$ cat src/rtl/pin_mode_pkg.sv
package pin_mode_pkg;
  localparam int ADDR_W = 3;

  typedef enum logic [1:0] {
    MODE_INPUT  = 2'b00,
    MODE_PERIPH = 2'b01,
    MODE_LOW    = 2'b10,
    MODE_HIGH   = 2'b11
  } pin_mode_e;

  localparam logic [ADDR_W-1:0] ADDR_PIN    = 3'd0;
  localparam logic [ADDR_W-1:0] ADDR_M0     = 3'd1;
  localparam logic [ADDR_W-1:0] ADDR_M0_SET = 3'd2;
  localparam logic [ADDR_W-1:0] ADDR_M0_CLR = 3'd3;
  localparam logic [ADDR_W-1:0] ADDR_M1     = 3'd4;
  localparam logic [ADDR_W-1:0] ADDR_M1_SET = 3'd5;
  localparam logic [ADDR_W-1:0] ADDR_M1_CLR = 3'd6;
endpackage

$ cat src/rtl/pin_mode_plane.sv
module pin_mode_plane #(
  parameter int           W   = 16,
  parameter logic [W-1:0] RST = '0
) (
  input  logic         clk_i,
  input  logic         rst_ni,
  input  logic         load_i,
  input  logic         set_i,
  input  logic         clr_i,
  input  logic [W-1:0] wdata_i,
  output logic [W-1:0] q_o
);
  logic [W-1:0] base, nxt;

  // clear applied last, so it wins over set on the same bit
  always_comb begin
    base = load_i ? wdata_i : q_o;
    nxt  = (base | (set_i ? wdata_i : '0)) & ~(clr_i ? wdata_i : '0);
  end

  always_ff @(posedge clk_i or negedge rst_ni) begin
    if (!rst_ni)                      q_o <= RST;
    else if (load_i || set_i || clr_i) q_o <= nxt;
  end

  assert_set_keeps_R6: assert property (@(posedge clk_i) disable iff (!rst_ni)
    (set_i && !load_i && !clr_i) |=> (q_o == ($past(q_o) | $past(wdata_i))));

  assert_clr_keeps_R7: assert property (@(posedge clk_i) disable iff (!rst_ni)
    (clr_i && !load_i && !set_i) |=> (q_o == ($past(q_o) & ~$past(wdata_i))));

  assert_idle_hold_R11: assert property (@(posedge clk_i) disable iff (!rst_ni)
    (!load_i && !set_i && !clr_i) |=> $stable(q_o));
endmodule

$ cat src/rtl/pin_in_sync.sv
module pin_in_sync #(
  parameter int W = 16
) (
  input  logic         clk_i,
  input  logic         rst_ni,
  input  logic [W-1:0] d_i,
  output logic [W-1:0] q_o
);
  logic [W-1:0] meta_q;
  logic [1:0]   age_q;

  always_ff @(posedge clk_i or negedge rst_ni) begin
    if (!rst_ni) begin
      meta_q <= '0;
      q_o    <= '0;
    end else begin
      meta_q <= d_i;
      q_o    <= meta_q;
    end
  end

  // cycles since reset, for the latency check only
  always_ff @(posedge clk_i or negedge rst_ni) begin
    if (!rst_ni)            age_q <= '0;
    else if (age_q != 2'd2) age_q <= age_q + 2'd1;
  end

  assert_pin_sync_R9: assert property (@(posedge clk_i) disable iff (!rst_ni)
    (age_q == 2'd2) |-> (q_o == $past(d_i, 2)));
endmodule

$ cat src/rtl/pin_pad_ctrl.sv
module pin_pad_ctrl #(
  parameter bit SHARED = 1'b1
) (
  input  logic [1:0] mode_i,
  input  logic       periph_out_i,
  input  logic       periph_oe_i,
  output logic       pad_out_o,
  output logic       pad_oe_o
);
  import pin_mode_pkg::*;

  generate
    if (SHARED) begin : g_shared
      always_comb begin
        unique case (pin_mode_e'(mode_i))
          MODE_PERIPH: begin pad_oe_o = periph_oe_i; pad_out_o = periph_out_i; end
          MODE_LOW:    begin pad_oe_o = 1'b1;        pad_out_o = 1'b0;         end
          MODE_HIGH:   begin pad_oe_o = 1'b1;        pad_out_o = 1'b1;         end
          default:     begin pad_oe_o = 1'b0;        pad_out_o = 1'b0;         end
        endcase
      end
    end else begin : g_dedicated
      logic unused_periph;
      assign unused_periph = periph_out_i ^ periph_oe_i;
      // no peripheral mode: code 01 falls back to input
      assign pad_oe_o  = mode_i[1];
      assign pad_out_o = mode_i[1] & mode_i[0];
    end
  endgenerate
endmodule

$ cat src/rtl/pin_mode_ctrl.sv
module pin_mode_ctrl
  import pin_mode_pkg::*;
#(
  parameter int NUM_PINS   = 16,
  parameter int NUM_SHARED = 12
) (
  input  logic                  clk_i,
  input  logic                  rst_ni,
  input  logic [ADDR_W-1:0]     addr_i,
  input  logic [NUM_PINS-1:0]   wdata_i,
  input  logic                  we_i,
  output logic [NUM_PINS-1:0]   rdata_o,
  input  logic [NUM_SHARED-1:0] periph_out_i,
  input  logic [NUM_SHARED-1:0] periph_oe_i,
  output logic [NUM_PINS-1:0]   pad_out_o,
  output logic [NUM_PINS-1:0]   pad_oe_o,
  input  logic [NUM_PINS-1:0]   pad_in_i
);
  function automatic logic [NUM_PINS-1:0] shared_mask();
    logic [NUM_PINS-1:0] m;
    for (int i = 0; i < NUM_PINS; i++) m[i] = (i < NUM_SHARED);
    return m;
  endfunction

  localparam logic [NUM_PINS-1:0] M0_RST = shared_mask();

  logic [NUM_PINS-1:0] m0_q, m1_q, pin_q;

  pin_mode_plane #(.W(NUM_PINS), .RST(M0_RST)) u_m0 (
    .clk_i   (clk_i),
    .rst_ni  (rst_ni),
    .load_i  (we_i && addr_i == ADDR_M0),
    .set_i   (we_i && addr_i == ADDR_M0_SET),
    .clr_i   (we_i && addr_i == ADDR_M0_CLR),
    .wdata_i (wdata_i),
    .q_o     (m0_q)
  );

  pin_mode_plane #(.W(NUM_PINS), .RST('0)) u_m1 (
    .clk_i   (clk_i),
    .rst_ni  (rst_ni),
    .load_i  (we_i && addr_i == ADDR_M1),
    .set_i   (we_i && addr_i == ADDR_M1_SET),
    .clr_i   (we_i && addr_i == ADDR_M1_CLR),
    .wdata_i (wdata_i),
    .q_o     (m1_q)
  );

  pin_in_sync #(.W(NUM_PINS)) u_sync (
    .clk_i  (clk_i),
    .rst_ni (rst_ni),
    .d_i    (pad_in_i),
    .q_o    (pin_q)
  );

  always_comb begin
    unique case (addr_i)
      ADDR_PIN:                           rdata_o = pin_q;
      ADDR_M0, ADDR_M0_SET, ADDR_M0_CLR:  rdata_o = m0_q;
      ADDR_M1, ADDR_M1_SET, ADDR_M1_CLR:  rdata_o = m1_q;
      default:                            rdata_o = '0;
    endcase
  end

  for (genvar i = 0; i < NUM_PINS; i++) begin : g_pin
    if (i < NUM_SHARED) begin : g_sh
      pin_pad_ctrl #(.SHARED(1'b1)) u_pad (
        .mode_i       ({m1_q[i], m0_q[i]}),
        .periph_out_i (periph_out_i[i]),
        .periph_oe_i  (periph_oe_i[i]),
        .pad_out_o    (pad_out_o[i]),
        .pad_oe_o     (pad_oe_o[i])
      );

      assert_periph_follow_R3: assert property (@(posedge clk_i) disable iff (!rst_ni)
        ({m1_q[i], m0_q[i]} == 2'b01) |->
          (pad_oe_o[i] == periph_oe_i[i] && pad_out_o[i] == periph_out_i[i]));
    end else begin : g_ded
      pin_pad_ctrl #(.SHARED(1'b0)) u_pad (
        .mode_i       ({m1_q[i], m0_q[i]}),
        .periph_out_i (1'b0),
        .periph_oe_i  (1'b0),
        .pad_out_o    (pad_out_o[i]),
        .pad_oe_o     (pad_oe_o[i])
      );

      assert_no_periph_R5: assert property (@(posedge clk_i) disable iff (!rst_ni)
        !m1_q[i] |-> (!pad_oe_o[i] && !pad_out_o[i]));
    end

    assert_input_float_R2: assert property (@(posedge clk_i) disable iff (!rst_ni)
      ({m1_q[i], m0_q[i]} == 2'b00) |-> (!pad_oe_o[i] && !pad_out_o[i]));

    assert_drive_level_R4: assert property (@(posedge clk_i) disable iff (!rst_ni)
      m1_q[i] |-> (pad_oe_o[i] && pad_out_o[i] == m0_q[i]));
  end
endmodule

$ cat config.mk
export PLATFORM = sky130hd
export DESIGN_NAME = pin_mode_ctrl
export DESIGN_NICKNAME = d
export VERILOG_FILES = /design/src/rtl/pin_mode_pkg.sv /design/src/rtl/pin_mode_plane.sv /design/src/rtl/pin_in_sync.sv /design/src/rtl/pin_pad_ctrl.sv /design/src/rtl/pin_mode_ctrl.sv
export SDC_FILE = /design/constraint.sdc
export NUM_CORES = 1
export LEC_CHECK = 0
export ABC_AREA = 1
export CORE_ASPECT_RATIO = 1.4
export CORE_MARGIN = 2
export CORE_UTILIZATION = 45
export CTS_BUF_LIST = sky130_fd_sc_hd__clkbuf_16
export DETAILED_ROUTE_END_ITERATION = 16
export GPL_TIMING_DRIVEN = 0
export PLACE_DENSITY = 0.79
export SLEW_MARGIN = 20
export SYNTH_ARGS = -nofsm -noshare
export SYNTH_HDL_FRONTEND = slang
export SYNTH_HIERARCHICAL = 1
export SYNTH_SLANG_ARGS = --single-unit
$ cat constraint.sdc
create_clock -name clk_i -period 2.7 [get_ports clk_i]
set_clock_uncertainty 0.1 [all_clocks]
set_input_delay 0.54 -clock clk_i [delete_from_list [all_inputs] [get_ports clk_i]]
set_output_delay 0.54 -clock clk_i [all_outputs]
set_load 0.01 [all_outputs]
# Word level (Yosys, flattened, before mapping)
# Cells that the tools add are included.
# totals
memories,0
latchBits,0
ram_bits,0
in_bits,62
wordCells,112
rom_bits,0
ff_bits,64
# op_classes
reduce_logical,25
magnitude_cmp,0
add_sub_neg,0
n_mux,31
eq_ne,42
bitwise,10
n_shift,0
n_div,0
mul,0
# ops
op,n
$mux W16,6
$eq A2 B2 Y1 const B,24
$pmux W1 S2,24
$pmux W16 S3,1
$and A16 B16 Y16,2
$not A16 Y16,2
$or A16 B16 Y16,2
$eq A2 B1 Y1 const B,12
$reduce_or A2 Y1,12
$eq A3 B3 Y1 const B,3
$eq A3 B2 Y1 const B,2
$logic_and A1 B1 Y1,6
$reduce_or A3 Y1,2
$and A1 B1 Y1,4
$logic_or A1 B1 Y1,4
$eq A3 B1 Y1 const B,1
$logic_not A3 Y1,1

# Longest topological paths before layout
# logic_depth
word_depth,5
ltp_mapped,12
ltp_nobuf,8

# Modules after synthesis
# The synthesis kept the hierarchy.
# modules_own_cells
module,area_per_inst_um2,seq_area_each_um2,cells_each,instances
pin_mode_plane (u_m0),1008.5,415.4,136,1
pin_mode_plane (u_m1),993.5,400.4,136,1
pin_in_sync,800.8,800.8,32,1
pin_mode_ctrl,469.2,0.0,89,1
pin_pad_ctrl (g_pin[0].g_sh.u_pad ...),22.5,0.0,6,12
pin_pad_ctrl (g_pin[12].g_ded.u_pad ...),15.0,0.0,3,4

# Least setup slack after synthesis
# No wires, ideal clock.
# synth_timing
kind,input-to-reg
startpoint,input port addr_i[2]
endpoint,register u_m0.q_o[13]
path_buffers,4
stages,12
t_required_ps,2487
slack_ps,906
arrival_time_ps,1581
path_cell_list,buf_4 -> inv_2 -> buf_6 -> nand2_1 -> nor2_1 -> buf_6 -> inv_6 -> buf_12 -> nand2_2 -> nand3_2 -> nand2_1 -> inv_1
# synth_via
elab_chain_cells,5
word_cells_on_any_way,14
classes_between,eq/ne (3); mux (3); bitwise (3); reduce/logical (5)
# synth_lines
element,line,rtl
from (decl),pin_mode_ctrl.sv:9,"input logic [ADDR_W-1:0] addr_i,"
"$eq A3 B1 Y1, or another cell as far along",pin_mode_ctrl.sv:32,".load_i (we_i && addr_i == ADDR_M0),"
"$logic_and A1 B1 Y1, on equally long branches","pin_mode_ctrl.sv:32, pin_mode_ctrl.sv:33, pin_mode_ctrl.sv:34",
"$mux W16, on equally long branches","pin_mode_plane.sv:17, pin_mode_plane.sv:18",
$or A16 B16 Y16 or $not A16 Y16 (tied branches),pin_mode_plane.sv:18,nxt = (base | (set_i ? wdata_i : '0)) & ~(clr_i ? wdata_i : '0);
$and A16 B16 Y16,pin_mode_plane.sv:18,
to (signal assigned),pin_mode_plane.sv:23,else if (load_i || set_i || clr_i) q_o <= nxt;
to (decl),pin_mode_plane.sv:11,output logic [W-1:0] q_o
# Several ways; a longest one is shown, not always the timed one.
# A chain may end at the register's enable or synchronous reset.

# Worst setup path after layout
# layout_timing
startpoint,input port addr_i[0]
endpoint,output port rdata_o[6]
# layout_via
elab_chain_cells,3
word_cells_on_any_way,10
classes_between,eq/ne (6); mux (1); reduce/logical (3)
# layout_lines
element,line,rtl
"$eq A3 B3 Y1, or another cell as far along",pin_mode_ctrl.sv:57,unique case (addr_i)
$reduce_or A3 Y1,pin_mode_ctrl.sv:57,
$pmux W16 S3 *,pin_mode_ctrl.sv:57,
to (decl),pin_mode_ctrl.sv:12,"output logic [NUM_PINS-1:0] rdata_o,"
# Mark *: on every way between the ends. The rest lies on a longest branch, timed or not.

==> results.sh <==
export IMPL_outcome="complete, no violations"
export IMPL_min_from="u_sync/meta_q[3]"
export IMPL_critical_path_max_fanout=10
export IMPL_chipHeight_um=110
export IMPL_timing_max_cap_violations=0
export IMPL_power_net_switching_w=0.00103
export IMPL_report_final_setup_viol=0
export IMPL_globalRoute_totalOverflow=0
export IMPL_drt_total_wl_um=10300
export IMPL_comb_power_share_pct=28.7
export IMPL_startpoint_type="input port"
export IMPL_hp_class="reg2reg"
export IMPL_switching_power_share_of_the_total_pct=29.4
export IMPL_crit_path_top_delay_cell="clkdlybuf4s50_1"
export IMPL_cts_tree="yes"
export IMPL_htreeDepth=3
export IMPL_power_density_cell_area_mw_per_mm2=678
export IMPL_finalNetCount=659
export IMPL_timing_final_hold_violations=0
export IMPL_utilization_pct=66.4
export IMPL_timing_hold_ws_ns=0.244
export IMPL_grt_antenna_before_repair=0
export IMPL_dp_final_hpwl_um=6990
export IMPL_crit_path_end_kind="output port"
export IMPL_synthesis_area_per_instance_um2=7.56
export IMPL_period_share_pct=91.8
export IMPL_drt_iter0_markers=285
export IMPL_clockRootBuffer="clkbuf_16"
export IMPL_start_util_pct=46.4
export IMPL_cp_num_buf_inv=3
export IMPL_drcViolationCount=0
export IMPL_postSynthNetCount=538
export IMPL_critical_path_arrival_ns=1.84
export IMPL_via_per_inst=4.97
export IMPL_worst_slew_pin_transition_ns=0.294
export IMPL_rr_startpoint="u_m0/q_o[10]"
export IMPL_layout_cell_area_non_filler_mm2=0.00515
export IMPL_core_area_mm2=0.00775
export IMPL_path_class="in2out"
export IMPL_layout_cells_most_common="nand2_1"
export IMPL_yosys_warnings=6
export IMPL_worst_ir_drop_vdd_v=0.000527
export IMPL_power_share_clock_pct=34.9
export IMPL_rsz0062_at_grt="false"
export IMPL_fmaxAchievable_mhz=403
export IMPL_dieWidth_um=79.6
export IMPL_top_cell_family_by_delay_on_the_critical_path="buffers and inverters"
export IMPL_max_clock_path_buffers=2
export IMPL_placedInstanceArea_mm2=0.00483
export IMPL_synthesis_instances=476
export IMPL_list_of_cells_traversed_by_the_critical_path="clkbuf_2, nor2_4, buf_6, nand3_1, nand3_1, clkdlybuf4s50_1"
export IMPL_antenna_left=0
export IMPL_clkTransAtPathRegs_ns=0.05
export IMPL_worst_path_largest_cell_delay_ns=0.54
export IMPL_gr_layer_usage_met1_pct=28.4
export IMPL_timing_critical_path_from="addr_i[0]"
export IMPL_path_common_cell="nand3_1"
export IMPL_route_detailed_wl_per_inst_um=14.7
export IMPL_route_vias_total=3490
export IMPL_post_cts_setup_buffer_count=0
export IMPL_clock_sink_count=64
export IMPL_antennaDiodeCount=0
export IMPL_first_global_vias=3415
export IMPL_netlist_area_mm2=0.00360
export IMPL_gr_usage_met3_pct=3.45
export IMPL_p_leak_nw=2.59
export IMPL_cts_made_buffers=9
export IMPL_firstDrtPassIters=5
export IMPL_post_route_min_period_ns=2.48
export IMPL_grt_pass1_wl_um=16300
export IMPL_p_int_w=0.00246
export IMPL_final_max_slew_violation_count=0
export IMPL_most_frequent_cells_in_the_layout="nand2_1, clkdlybuf4s50_1, nand3_1"
export IMPL_grt_busiest_layer="met2"
export IMPL_final_layout_size_suffix_gt1_share_pct=17.1
export IMPL_gr_usage_met2_pct=43.9
export IMPL_timing_max_slew_rel_slack_pct=80.4
export IMPL_pin_count=110
export IMPL_track_usage_pct=24.8
export IMPL_total_power_w=0.00349
export IMPL_cp_data_required_time_ns=2.06
export IMPL_syn2layout_area_growth_pct=43.1
export IMPL_final_weighted_congestion_in_routability_driven_placement=0.824
export IMPL_power_frac_seq_pct=36.4
export IMPL_io_buffers=108
export IMPL_design_die_area_mm2=0.00874
export IMPL_grt_start_max_net_pins=59
export IMPL_clock_insertion_delay_worst_skew_ns=0.33
export IMPL_row_count=38
-- final timing paths --
| path | endpoint | slack (ns) | cells past startpoint |
|---|---|---|---|
| setup / recovery | rdata_o[6] | 0.22 | 6 |
| setup reg to reg | u_m0/q_o[10] | 1.72 | 4 |
| max in group asynchronous | u_m0/q_o[8] | 1.48 | 3 |
| hold / removal | u_sync/q_o[3] | 0.24 | 0 |
| min in group asynchronous | u_sync/meta_q[2] | 0.48 | 2 |
| hold reg to reg | u_sync/q_o[3] | 0.24 | 0 |
-- per-layer routing --
| layer | vias to the layer above | part of all wire (%) |
|---|---|---|
| li1 | 1696 | - |
| met1 | 1607 | 39 |
| met2 | 163 | 52 |
| met3 | 24 | 6.6 |
| met4 | 0 | 3.1 |
| met5 | - | 0 |
-- per-stage QoR --
step                      setup slack [ns]  setup TNS (ns)  std cells
final                                0.221               0        702
after floorplan                      0.906               0        476
after CTS                           0.0238               0        702
after global routing                 0.139               0        702
after global placement               -1.03          -59.42        684
after detailed placement            -0.252           -2.60        685
-- state kept, by name (all words and copies together), names as in the netlist --
signal         count
u_m0/q_o          16
u_sync/q_o        16
u_m1/q_o          16
u_sync/meta_q     16
-- worst reg2reg max path: cells and delay by family (launching register included) --
kind                   cells  cell delay, ns
flip-flops                 1            0.57
AND/OR/NAND/NOR            3            0.19
buffers and inverters      1            0.06
-- what timing repair did --
| item | 4_1_cts | 5_1_grt |
|---|---|---|
| gates resized for setup | 4 | 4 |
| hold endpoints to repair | 6 | 0 |
| endpoints found under the setup margin | 16 | 9 |
| pin swaps | 0 | 1 |
| hold buffers | 1 | 0 |
-- power by group through the flow --
stage	Clock, W	Combinational (W)	Sequential [W]
after global placement	0	0.000956	0.00128
final	0.00122	0.00100	0.00127
after floorplan	0	0.000499	0.00123
after global routing	0.00126	0.00111	0.00129
after detailed placement	0	0.000995	0.00128
after CTS	0.00123	0.00101	0.00127
-- cell type report --
class,instances,area (um2)
inverters,65,254
clock buffers,9,225
fillers,622,2600
well taps,100,125
flip-flops and latches,64,1620
multi-input cells,321,1490
clock inverters,7,86.3
plain buffers,26,243
repair buffers,110,1110
(Power assumes the default switching activity.)
